[config.mk]
export PLATFORM = sky130hd
export DESIGN_NAME = serial_rate_gen
export DESIGN_NICKNAME = d
export VERILOG_FILES = /design/src/rtl/srg_pkg.sv /design/src/rtl/srg_divpath.sv /design/src/rtl/srg_sequencer.sv /design/src/rtl/serial_rate_gen.sv
export SDC_FILE = /design/constraint.sdc
export NUM_CORES = 1
export LEC_CHECK = 0
export ABC_CLOCK_PERIOD_IN_PS = 4200
export BUFFER_PORTS_ARGS = -buffer_cell sky130_fd_sc_hd__buf_2
export CAP_MARGIN = 30
export CELL_PAD_IN_SITES_DETAIL_PLACEMENT = 2
export CELL_PAD_IN_SITES_GLOBAL_PLACEMENT = 2
export CORE_MARGIN = 2
export CORE_UTILIZATION = 30
export CTS_BUF_LIST = sky130_fd_sc_hd__clkbuf_4
export DETAILED_ROUTE_END_ITERATION = 8
export PLACE_DENSITY_LB_ADDON = 0.1
export SETUP_SLACK_MARGIN = 0.1
export SLEW_MARGIN = 30
export SYNTH_ARGS = -nofsm -noshare
export SYNTH_HDL_FRONTEND = slang
export SYNTH_HIERARCHICAL = 1
export SYNTH_SLANG_ARGS = --single-unit
[constraint.sdc]
create_clock -name clk -period 4.2 [get_ports clk]
set_input_delay 0.63 -clock clk [delete_from_list [all_inputs] [get_ports clk]]
set_output_delay 0.63 -clock clk [all_outputs]
set_load 0.1 [all_outputs]
[src/rtl/srg_pkg.sv]
package srg_pkg;

  typedef enum logic [1:0] {
    MODE_ASYNC = 2'b00,
    MODE_SYNC  = 2'b01,
    MODE_CARD  = 2'b10,
    MODE_SPARE = 2'b11
  } srgMode_e;

  // control -> datapath strobes
  typedef struct packed {
    logic restart;
    logic loadDiv;
  } srgCtrl_t;

  // basic clocks per bit in smart-card mode
  function automatic int unsigned cardBitLen(input logic [1:0] sel);
    case (sel)
      2'b00:   return 32;
      2'b01:   return 64;
      2'b10:   return 372;
      default: return 256;
    endcase
  endfunction

endpackage

[src/rtl/srg_divpath.sv]
module srg_divpath
  import srg_pkg::*;
#(
  parameter int DIV_W = 8,
  parameter int PRE_W = 2,
  parameter logic [DIV_W-1:0] RESET_DIV = '1
) (
  input  logic             clk,
  input  logic             rstN,
  input  srgCtrl_t         ctrl,
  input  logic [DIV_W-1:0] wrData,
  input  logic [PRE_W-1:0] prescSel,
  output logic [DIV_W-1:0] divValue,
  output logic             basicPulse
);

  // widest prescale is 4^(2^PRE_W - 1)
  localparam int PRE_CNT_W = 2 * ((1 << PRE_W) - 1);

  logic [DIV_W-1:0]     divReg;
  logic [DIV_W-1:0]     divCnt;
  logic [PRE_CNT_W-1:0] preCnt;
  logic [PRE_CNT_W-1:0] preLimit;
  logic                 preTick;
  logic                 termTick;
  logic                 halfStage;

  // limit is 4^n - 1: the low 2n bits set
  always_comb begin
    for (int i = 0; i < PRE_CNT_W; i++) begin
      preLimit[i] = (i < 2 * int'(prescSel));
    end
  end

  assign preTick    = (preCnt == preLimit);
  assign termTick   = preTick && (divCnt == divReg);
  assign basicPulse = termTick && halfStage;
  assign divValue   = divReg;

  always_ff @(posedge clk or negedge rstN) begin
    if (!rstN) begin
      divReg <= RESET_DIV;
    end else if (ctrl.loadDiv) begin
      divReg <= wrData;
    end
  end

  always_ff @(posedge clk or negedge rstN) begin
    if (!rstN) begin
      preCnt    <= '0;
      divCnt    <= '0;
      halfStage <= 1'b0;
    end else if (ctrl.restart) begin
      preCnt    <= '0;
      divCnt    <= '0;
      halfStage <= 1'b0;
    end else begin
      preCnt <= preTick ? '0 : preCnt + 1'b1;
      if (preTick) begin
        divCnt <= termTick ? '0 : divCnt + 1'b1;
      end
      if (termTick) begin
        halfStage <= ~halfStage;
      end
    end
  end

endmodule

[src/rtl/srg_sequencer.sv]
module srg_sequencer
  import srg_pkg::*;
#(
  parameter int CNT_W      = 9,
  parameter int OVERSAMPLE = 16
) (
  input  logic       clk,
  input  logic       rstN,
  input  logic       enable,
  input  logic       wrEn,
  input  logic [1:0] modeSel,
  input  logic [1:0] cardSel,
  input  logic       basicPulse,
  output srgCtrl_t   ctrl,
  output logic       basicTick,
  output logic       bitTick,
  output logic       sampleTick,
  output logic       sclkOut
);

  srgMode_e         mode;
  logic [CNT_W-1:0] baseCnt;
  logic [CNT_W-1:0] nextCnt;
  logic [CNT_W-1:0] periodLen;
  logic             wrapHit;
  logic             midHit;
  logic             sclkReg;

  assign mode         = srgMode_e'(modeSel);
  assign ctrl.restart = !enable || wrEn;
  assign ctrl.loadDiv = wrEn;

  assign periodLen = (mode == MODE_CARD) ? CNT_W'(cardBitLen(cardSel))
                                         : CNT_W'(OVERSAMPLE);
  assign nextCnt   = baseCnt + 1'b1;
  assign wrapHit   = (nextCnt == periodLen);
  assign midHit    = (nextCnt == (periodLen >> 1));
  assign sclkOut   = sclkReg;

  always_ff @(posedge clk or negedge rstN) begin
    if (!rstN) begin
      baseCnt    <= '0;
      basicTick  <= 1'b0;
      bitTick    <= 1'b0;
      sampleTick <= 1'b0;
      sclkReg    <= 1'b1;
    end else if (ctrl.restart) begin
      baseCnt    <= '0;
      basicTick  <= 1'b0;
      bitTick    <= 1'b0;
      sampleTick <= 1'b0;
      sclkReg    <= 1'b1;
    end else begin
      basicTick  <= basicPulse;
      bitTick    <= 1'b0;
      sampleTick <= 1'b0;
      if (mode == MODE_SYNC) begin
        if (basicPulse) begin
          bitTick    <= sclkReg;
          sampleTick <= !sclkReg;
          sclkReg    <= !sclkReg;
        end
      end else begin
        sclkReg <= 1'b1;
        if (basicPulse) begin
          baseCnt    <= wrapHit ? '0 : nextCnt;
          bitTick    <= wrapHit;
          sampleTick <= midHit;
        end
      end
    end
  end

endmodule

[src/rtl/serial_rate_gen.sv]
module serial_rate_gen
  import srg_pkg::*;
#(
  parameter int DIV_W      = 8,
  parameter int PRE_W      = 2,
  parameter int CNT_W      = 9,
  parameter int OVERSAMPLE = 16
) (
  input  logic             clk,
  input  logic             rstN,
  input  logic             enable,
  input  logic [1:0]       modeSel,
  input  logic [PRE_W-1:0] prescSel,
  input  logic [1:0]       cardSel,
  input  logic             wrEn,
  input  logic [DIV_W-1:0] wrData,
  output logic [DIV_W-1:0] rdData,
  output logic             basicTick,
  output logic             bitTick,
  output logic             sampleTick,
  output logic             sclkOut
);

  srgCtrl_t ctrl;
  logic     basicPulse;

  srg_divpath #(
    .DIV_W    (DIV_W),
    .PRE_W    (PRE_W),
    .RESET_DIV('1)
  ) u_divpath (
    .clk       (clk),
    .rstN      (rstN),
    .ctrl      (ctrl),
    .wrData    (wrData),
    .prescSel  (prescSel),
    .divValue  (rdData),
    .basicPulse(basicPulse)
  );

  srg_sequencer #(
    .CNT_W     (CNT_W),
    .OVERSAMPLE(OVERSAMPLE)
  ) u_sequencer (
    .clk       (clk),
    .rstN      (rstN),
    .enable    (enable),
    .wrEn      (wrEn),
    .modeSel   (modeSel),
    .cardSel   (cardSel),
    .basicPulse(basicPulse),
    .ctrl      (ctrl),
    .basicTick (basicTick),
    .bitTick   (bitTick),
    .sampleTick(sampleTick),
    .sclkOut   (sclkOut)
  );

endmodule

* After elaboration in Yosys (flattened, before gate mapping) *
Cells that the tools add are included.

operators by class
  add/sub/neg operators = 3
  $lt $le $gt $ge = 6
  eq/ne operators = 10
  muxes and demuxes = 25
  bitwise logic cells = 1
  reduce and logical (&&, ||, !) cells = 10

operators with widths
  kind                                                                   number
  9-bit 2-to-1 mux                                                       5
  9-bit one-hot mux with 3 select lines                                  1
  8-bit 2-to-1 mux                                                       3
  1-bit 2-to-1 mux                                                       14
  6-bit 2-to-1 mux                                                       2
  9-bit by 1-bit adder with 9-bit output, second input constant          1
  9-bit by 8-bit equality test with 1-bit output                         1
  9-bit equality test                                                    1
  8-bit by 1-bit adder with 8-bit output, second input constant          1
  8-bit equality test                                                    1
  6-bit by 1-bit adder with 6-bit output, second input constant          1
  6-bit equality test                                                    1
  1-bit by 3-bit < comparator with 1-bit output, first input constant    2
  2-bit by 3-bit < comparator with 1-bit output, first input constant    2
  3-bit < comparator, first input constant                               2
  2-bit nonzero test                                                     3
  2-bit by 1-bit equality test with 1-bit output, second input constant  2
  2-bit equality test, second input constant                             2
  3-bit by 2-bit != test with 1-bit output, second input constant        1
  1-bit logical AND                                                      2
  1-bit zero test                                                        2
  2-bit zero test                                                        1
  2-bit != test, second input constant                                   1
  2-bit AND reduction                                                    1
  other kinds (2)                                                        2

storage, ports and cells
  register bits = 36
  input port bits = 18
  output and inout port bits = 12
  logic and storage cells = 64

* Depth between registers and ports, before layout *
  depth after elaboration = 8
  mapped depth = 11
  gate-level depth less buffers = 10

* By module *
The synthesis kept the hierarchy.

modules (own cells, without submodules)
  module         instances  cells each  area an instance (um2)  seq. area each (um2)
  srg_divpath    1          111         1212.4                  585.6
  srg_sequencer  1          131         1153.6                  326.6

* Worst setup path before layout *
No wires, ideal clock.

  path type = input port to flip-flop
  from = in prescSel[0]
  to = reg u_sequencer.sampleTick
  library setup time = 95 ps
  data arrival time = 2479 ps
  data required time = 4105 ps
  path slack = 1625 ps
  stages on the path = 11
  path buffers = 1
  cell sequence = nor4_2 > o2bb2a_4 > a21o_1 > buf_6 > nor2_2 > and2_1 > nand2_1 > inv_1 > o2111ai_1 > nand4b_1 > o31ai_1

between the ends
  longest elaborated chain between the ends = 7
  elaborated cells on any way between the ends = 13
  those cells by class = order compare (6); eq/ne (1); mux (4); reduce/logical (2)

ends and longest elaborated chain
  item                                                                   line                                      source
  start: declaration                                                     serial_rate_gen.sv:13                     input logic [PRE_W-1:0] prescSel,
  1-bit by 3-bit < comparator with 1-bit output (tied with other cells)  srg_divpath.sv:31                         preLimit[i] = (i < 2 * int'(prescSel));
  6-bit equality test *                                                  srg_divpath.sv:35                         assign preTick = (preCnt == preLimit);
  1-bit logical AND *                                                    srg_divpath.sv:36                         assign termTick = preTick && (divCnt == divReg);
  1-bit logical AND *                                                    srg_divpath.sv:37                         assign basicPulse = termTick && halfStage;
  net basicPulse                                                         serial_rate_gen.sv:25                     logic basicPulse;
  1-bit 2-to-1 mux (on tied branches)                                    srg_sequencer.sv:65, srg_sequencer.sv:58
  1-bit 2-to-1 mux *                                                     srg_sequencer.sv:57                       if (mode == MODE_SYNC) begin
  1-bit 2-to-1 mux *                                                     srg_sequencer.sv:47                       end else if (ctrl.restart) begin
  end signal: assignment                                                 srg_sequencer.sv:60                       sampleTick <= !sclkReg;
  end signal: assignment                                                 srg_sequencer.sv:68                       sampleTick <= midHit;
  end: declaration                                                       srg_sequencer.sv:17                       output logic sampleTick,

Mark *: on every way through the listed nets, which the timed path passes. The rest lies on a longest branch.
A chain may end at the register's enable or synchronous reset.

* Worst setup path after layout *
  from = reg u_divpath.preCnt[0]
  to = reg u_sequencer.sampleTick

between the ends
  longest elaborated chain between the ends = 6
  elaborated cells on any way between the ends = 7
  those cells by class = eq/ne (1); mux (4); reduce/logical (2)

ends and longest elaborated chain
  item                                 line                                      source
  start: declaration                   srg_divpath.sv:22                         logic [PRE_CNT_W-1:0] preCnt;
  start signal: assignment             srg_divpath.sv:58                         preCnt <= preTick ? '0 : preCnt + 1'b1;
  6-bit equality test *                srg_divpath.sv:35
  1-bit logical AND *                  srg_divpath.sv:36
  1-bit logical AND *                  srg_divpath.sv:37
  net basicPulse                       serial_rate_gen.sv:25
  1-bit 2-to-1 mux (on tied branches)  srg_sequencer.sv:65, srg_sequencer.sv:58
  1-bit 2-to-1 mux *                   srg_sequencer.sv:57
  1-bit 2-to-1 mux *                   srg_sequencer.sv:47

Marks and branches as above.

==> results.sh <==
export IMPL_outcome="completed"
export IMPL_cap_viol_max_count=0
export IMPL_syn_area_per_cell_sq_um=9.78
export IMPL_crit_arrival_ps=3010
export IMPL_grt_pass1_wl_mm=10.6
export IMPL_design_core_area_sq_mm=0.00769
export IMPL_power_frac_seq_pct=52.9
export IMPL_die_area_sq_mm=0.00861
export IMPL_routed_wl_mm=6.25
export IMPL_crit_type="register to register"
export IMPL_slew_viol_final=0
export IMPL_num_vias=1883
export IMPL_drc=0
export IMPL_power_switching_uw=229
export IMPL_cts_tree="built"
export IMPL_post_route_min_period_ps=2770
export IMPL_path_cells="nor4_2 -> o2bb2a_4 -> a21o_1 -> nor2_2 -> and2_1 -> nand2_1 -> inv_1 -> o2111ai_1 -> nand4b_1 -> o31ai_1"
export IMPL_clk_latency_ps=340
export IMPL_fmax_mhz=360
export IMPL_gp_congestion=0.704
export IMPL_dieWidth_um=92.8
export IMPL_clock_skew_ps=8.92
export IMPL_grt_pass1_vias=2013
export IMPL_ys_ff_latch=36
export IMPL_ios=30
export IMPL_clock_sinks=36
export IMPL_synthArstFlopShare_pct=100
export IMPL_synth_area_leaders="dfrtp_1 (29%), dfstp_2 (10%), xor2_1 (5.9%)"
export IMPL_via_per_inst=5.09
export IMPL_rsz0062_at_grt="no"
export IMPL_synth_nets=266
export IMPL_worstPathMaxFanout=10
export IMPL_setup_viol=0
export IMPL_vdd_drop_max_v=0.0000795
export IMPL_power_total_uw=703
export IMPL_cts_buffers=5
export IMPL_most_common_layout_cells="buf_2 (29), dfrtp_1 (27), nor2_1 (23), xor2_1 (16), nand2_1 (15)"
export IMPL_portBuffers=29
export IMPL_grt_max_degree=37
export IMPL_fin_crit_sh_pct=66.1
export IMPL_max_slew_margin_pct=45.0
export IMPL_critPathSlowestCell="dfrtp_1"
export IMPL_post_cts_setup_buffer_count=0
export IMPL_track_usage_pct=15.9
export IMPL_synth_top_area_share_pct=28.6
export IMPL_cts_buffer_depth=2
export IMPL_hpwl_mm=4.80
export IMPL_ys_warn_count=6
export IMPL_rrSetupSlack_ps=1430
export IMPL_start_util_pct=30.8
export IMPL_diodes=0
export IMPL_ys_flop_type="dfrtp_1"
export IMPL_nets=291
export IMPL_postCtsResizedCells=0
export IMPL_syn_inst=242
export IMPL_p_leak_uw=0.00115
export IMPL_nFillCells=866
export IMPL_worst_pin_slew_ps=825
export IMPL_die_h_um=92.8
export IMPL_cellPowerDensity_mw_per_mm2=269
export IMPL_hold_viol=0
export IMPL_overflow=0
export IMPL_dr_pass1_iters=4
export IMPL_cpPeakStageDelay_ps=480
export IMPL_ant_nets=0
export IMPL_grt_antenna_before_repair=0
export IMPL_crit_required_ps=4440
export IMPL_crit_family="simple AND/OR/NAND/NOR gates"
export IMPL_synth_edf_count=0
export IMPL_synth_area_sq_mm=0.00237
export IMPL_dr_first_iter_drc_count=23
export IMPL_yosysTopAreaCell="dfrtp_1"
export IMPL_timing_setup_tns_ps=0
export IMPL_ys_types=56
export IMPL_hold_buffers=0
export IMPL_post_route_cells_drive_above_1_share_pct=26.5
export IMPL_worst_setup_path_start_kind="register"
export IMPL_endpoint_kind="register"
export IMPL_hold_path_class="input pin to async pin"
export IMPL_area_growth_pct=10.7
export IMPL_path_buf_inv=1
export IMPL_rows=32
export IMPL_mostFrequentLayoutCell="buf_2"
export IMPL_seq_area_frac_synth_pct=38.6
export IMPL_cts_root_buf="clkbuf_4"
export IMPL_clkTransAtPathRegs_ps=110
export IMPL_wl_per_cell_um=16.9
export IMPL_power_frac_comb_pct=19.5
export IMPL_p_sw_share_pct=32.6
export IMPL_cts_max_level=2
export IMPL_clockPowerShare_pct=27.7
export IMPL_intPower_uw=474
## cell families (layout without fill, tap and decap cells)
family                   Yosys count  in the layout  share of synthesized area, %
AO/OA/AOI/OAI                     41             41                          12.9
XOR/XNOR                          28             28                          10.9
adder cells (fa/ha/maj)            6              6                          3.17
buffers and inverters             17             43                          4.18
flip-flops                        36             36                          38.6
multiplexers                      12             12                          5.82
AND/OR/NAND/NOR                  102            102                          24.5
## worst paths after layout
path / startpoint / end / cells past startpoint
worst min-delay path: rstN / u_divpath/preCnt[2] / 1
worst min register to register: u_sequencer/baseCnt[1] / u_sequencer/baseCnt[1] / 1
worst max register to register: u_divpath/preCnt[0] / u_sequencer/sampleTick / 10
min in group clk: wrData[4] / u_divpath/divValue[4] / 2
worst max-delay path: u_divpath/preCnt[0] / u_sequencer/sampleTick / 10
max in group asynchronous: rstN / u_sequencer/baseCnt[5] / 1
## layout make-up
cell class,count,area (sq um),area share [%]
sequential,36,912,34.8
clock inverter,1,3.75,0.143
timing repair buffer,29,145,5.54
inverter,6,22.5,0.860
multi-input combinational,189,1360,51.7
tap,102,128,4.87
clock buffer,7,52.6,2.01
## synth_stat cells, types with 4 or more instances
cell type / n
nor2b_1: 4
mux2_2: 9
o21ai_0: 4
nor3_1: 10
xor2_1: 16
ha_1: 6
dfrtp_1: 27
a21o_1: 4
or3_1: 5
xnor2_1: 11
nor2_1: 23
nand2_1: 15
a211oi_1: 5
dfstp_2: 9
clkbuf_1: 4
nand3_1: 11
a21oi_1: 10
inv_1: 6
## flip-flops by register name, indices dropped and copies added, names as in the netlist
register                flops
u_sequencer/baseCnt         9
u_divpath/divCnt            8
u_divpath/divValue          8
u_divpath/preCnt            6
u_divpath/halfStage         1
u_sequencer/basicTick       1
u_sequencer/bitTick         1
u_sequencer/sampleTick      1
u_sequencer/sclkOut         1
## stage by stage
| stage | hold slack, ps | setup WS, ps | instance area [sq um] | utilization [%] | cells |
|---|---|---|---|---|---|
| floorplan | 334 | 1630 | 2370 | - | 242 |
| global placement | 551 | 1210 | 2560 | 33.3 | 362 |
| detailed placement | 560 | 1150 | 2560 | 33.3 | 362 |
| CTS | 396 | 1400 | 2620 | 34.1 | 370 |
| global route | 435 | 1090 | 2620 | 34.1 | 370 |
| finish | 373 | 1430 | 2620 | 34.1 | 370 |
## power groups by stage
stage / Sequential (uW) / Combinational (uW) / Clock, uW
2_1_floorplan: 436 / 45.3 / 0
3_3_place_gp: 378 / 137 / 0
3_5_place_dp: 379 / 139 / 0
4_1_cts: 372 / 140 / 202
5_1_grt: 374 / 147 / 219
6_report: 372 / 137 / 195
## layer usage
| layer | GRT usage [%] | vias up | wire (um) |
|---|---|---|---|
| met3 | 2.77 | 6 | 104 |
| met1 | 18.9 | 955 | 2720 |
| li1 | - | 905 | - |
| met5 | 0 | - | 0 |
| met4 | 4.41 | 0 | 78 |
| met2 | 29.2 | 17 | 3350 |
(Power assumes the default switching activity.)
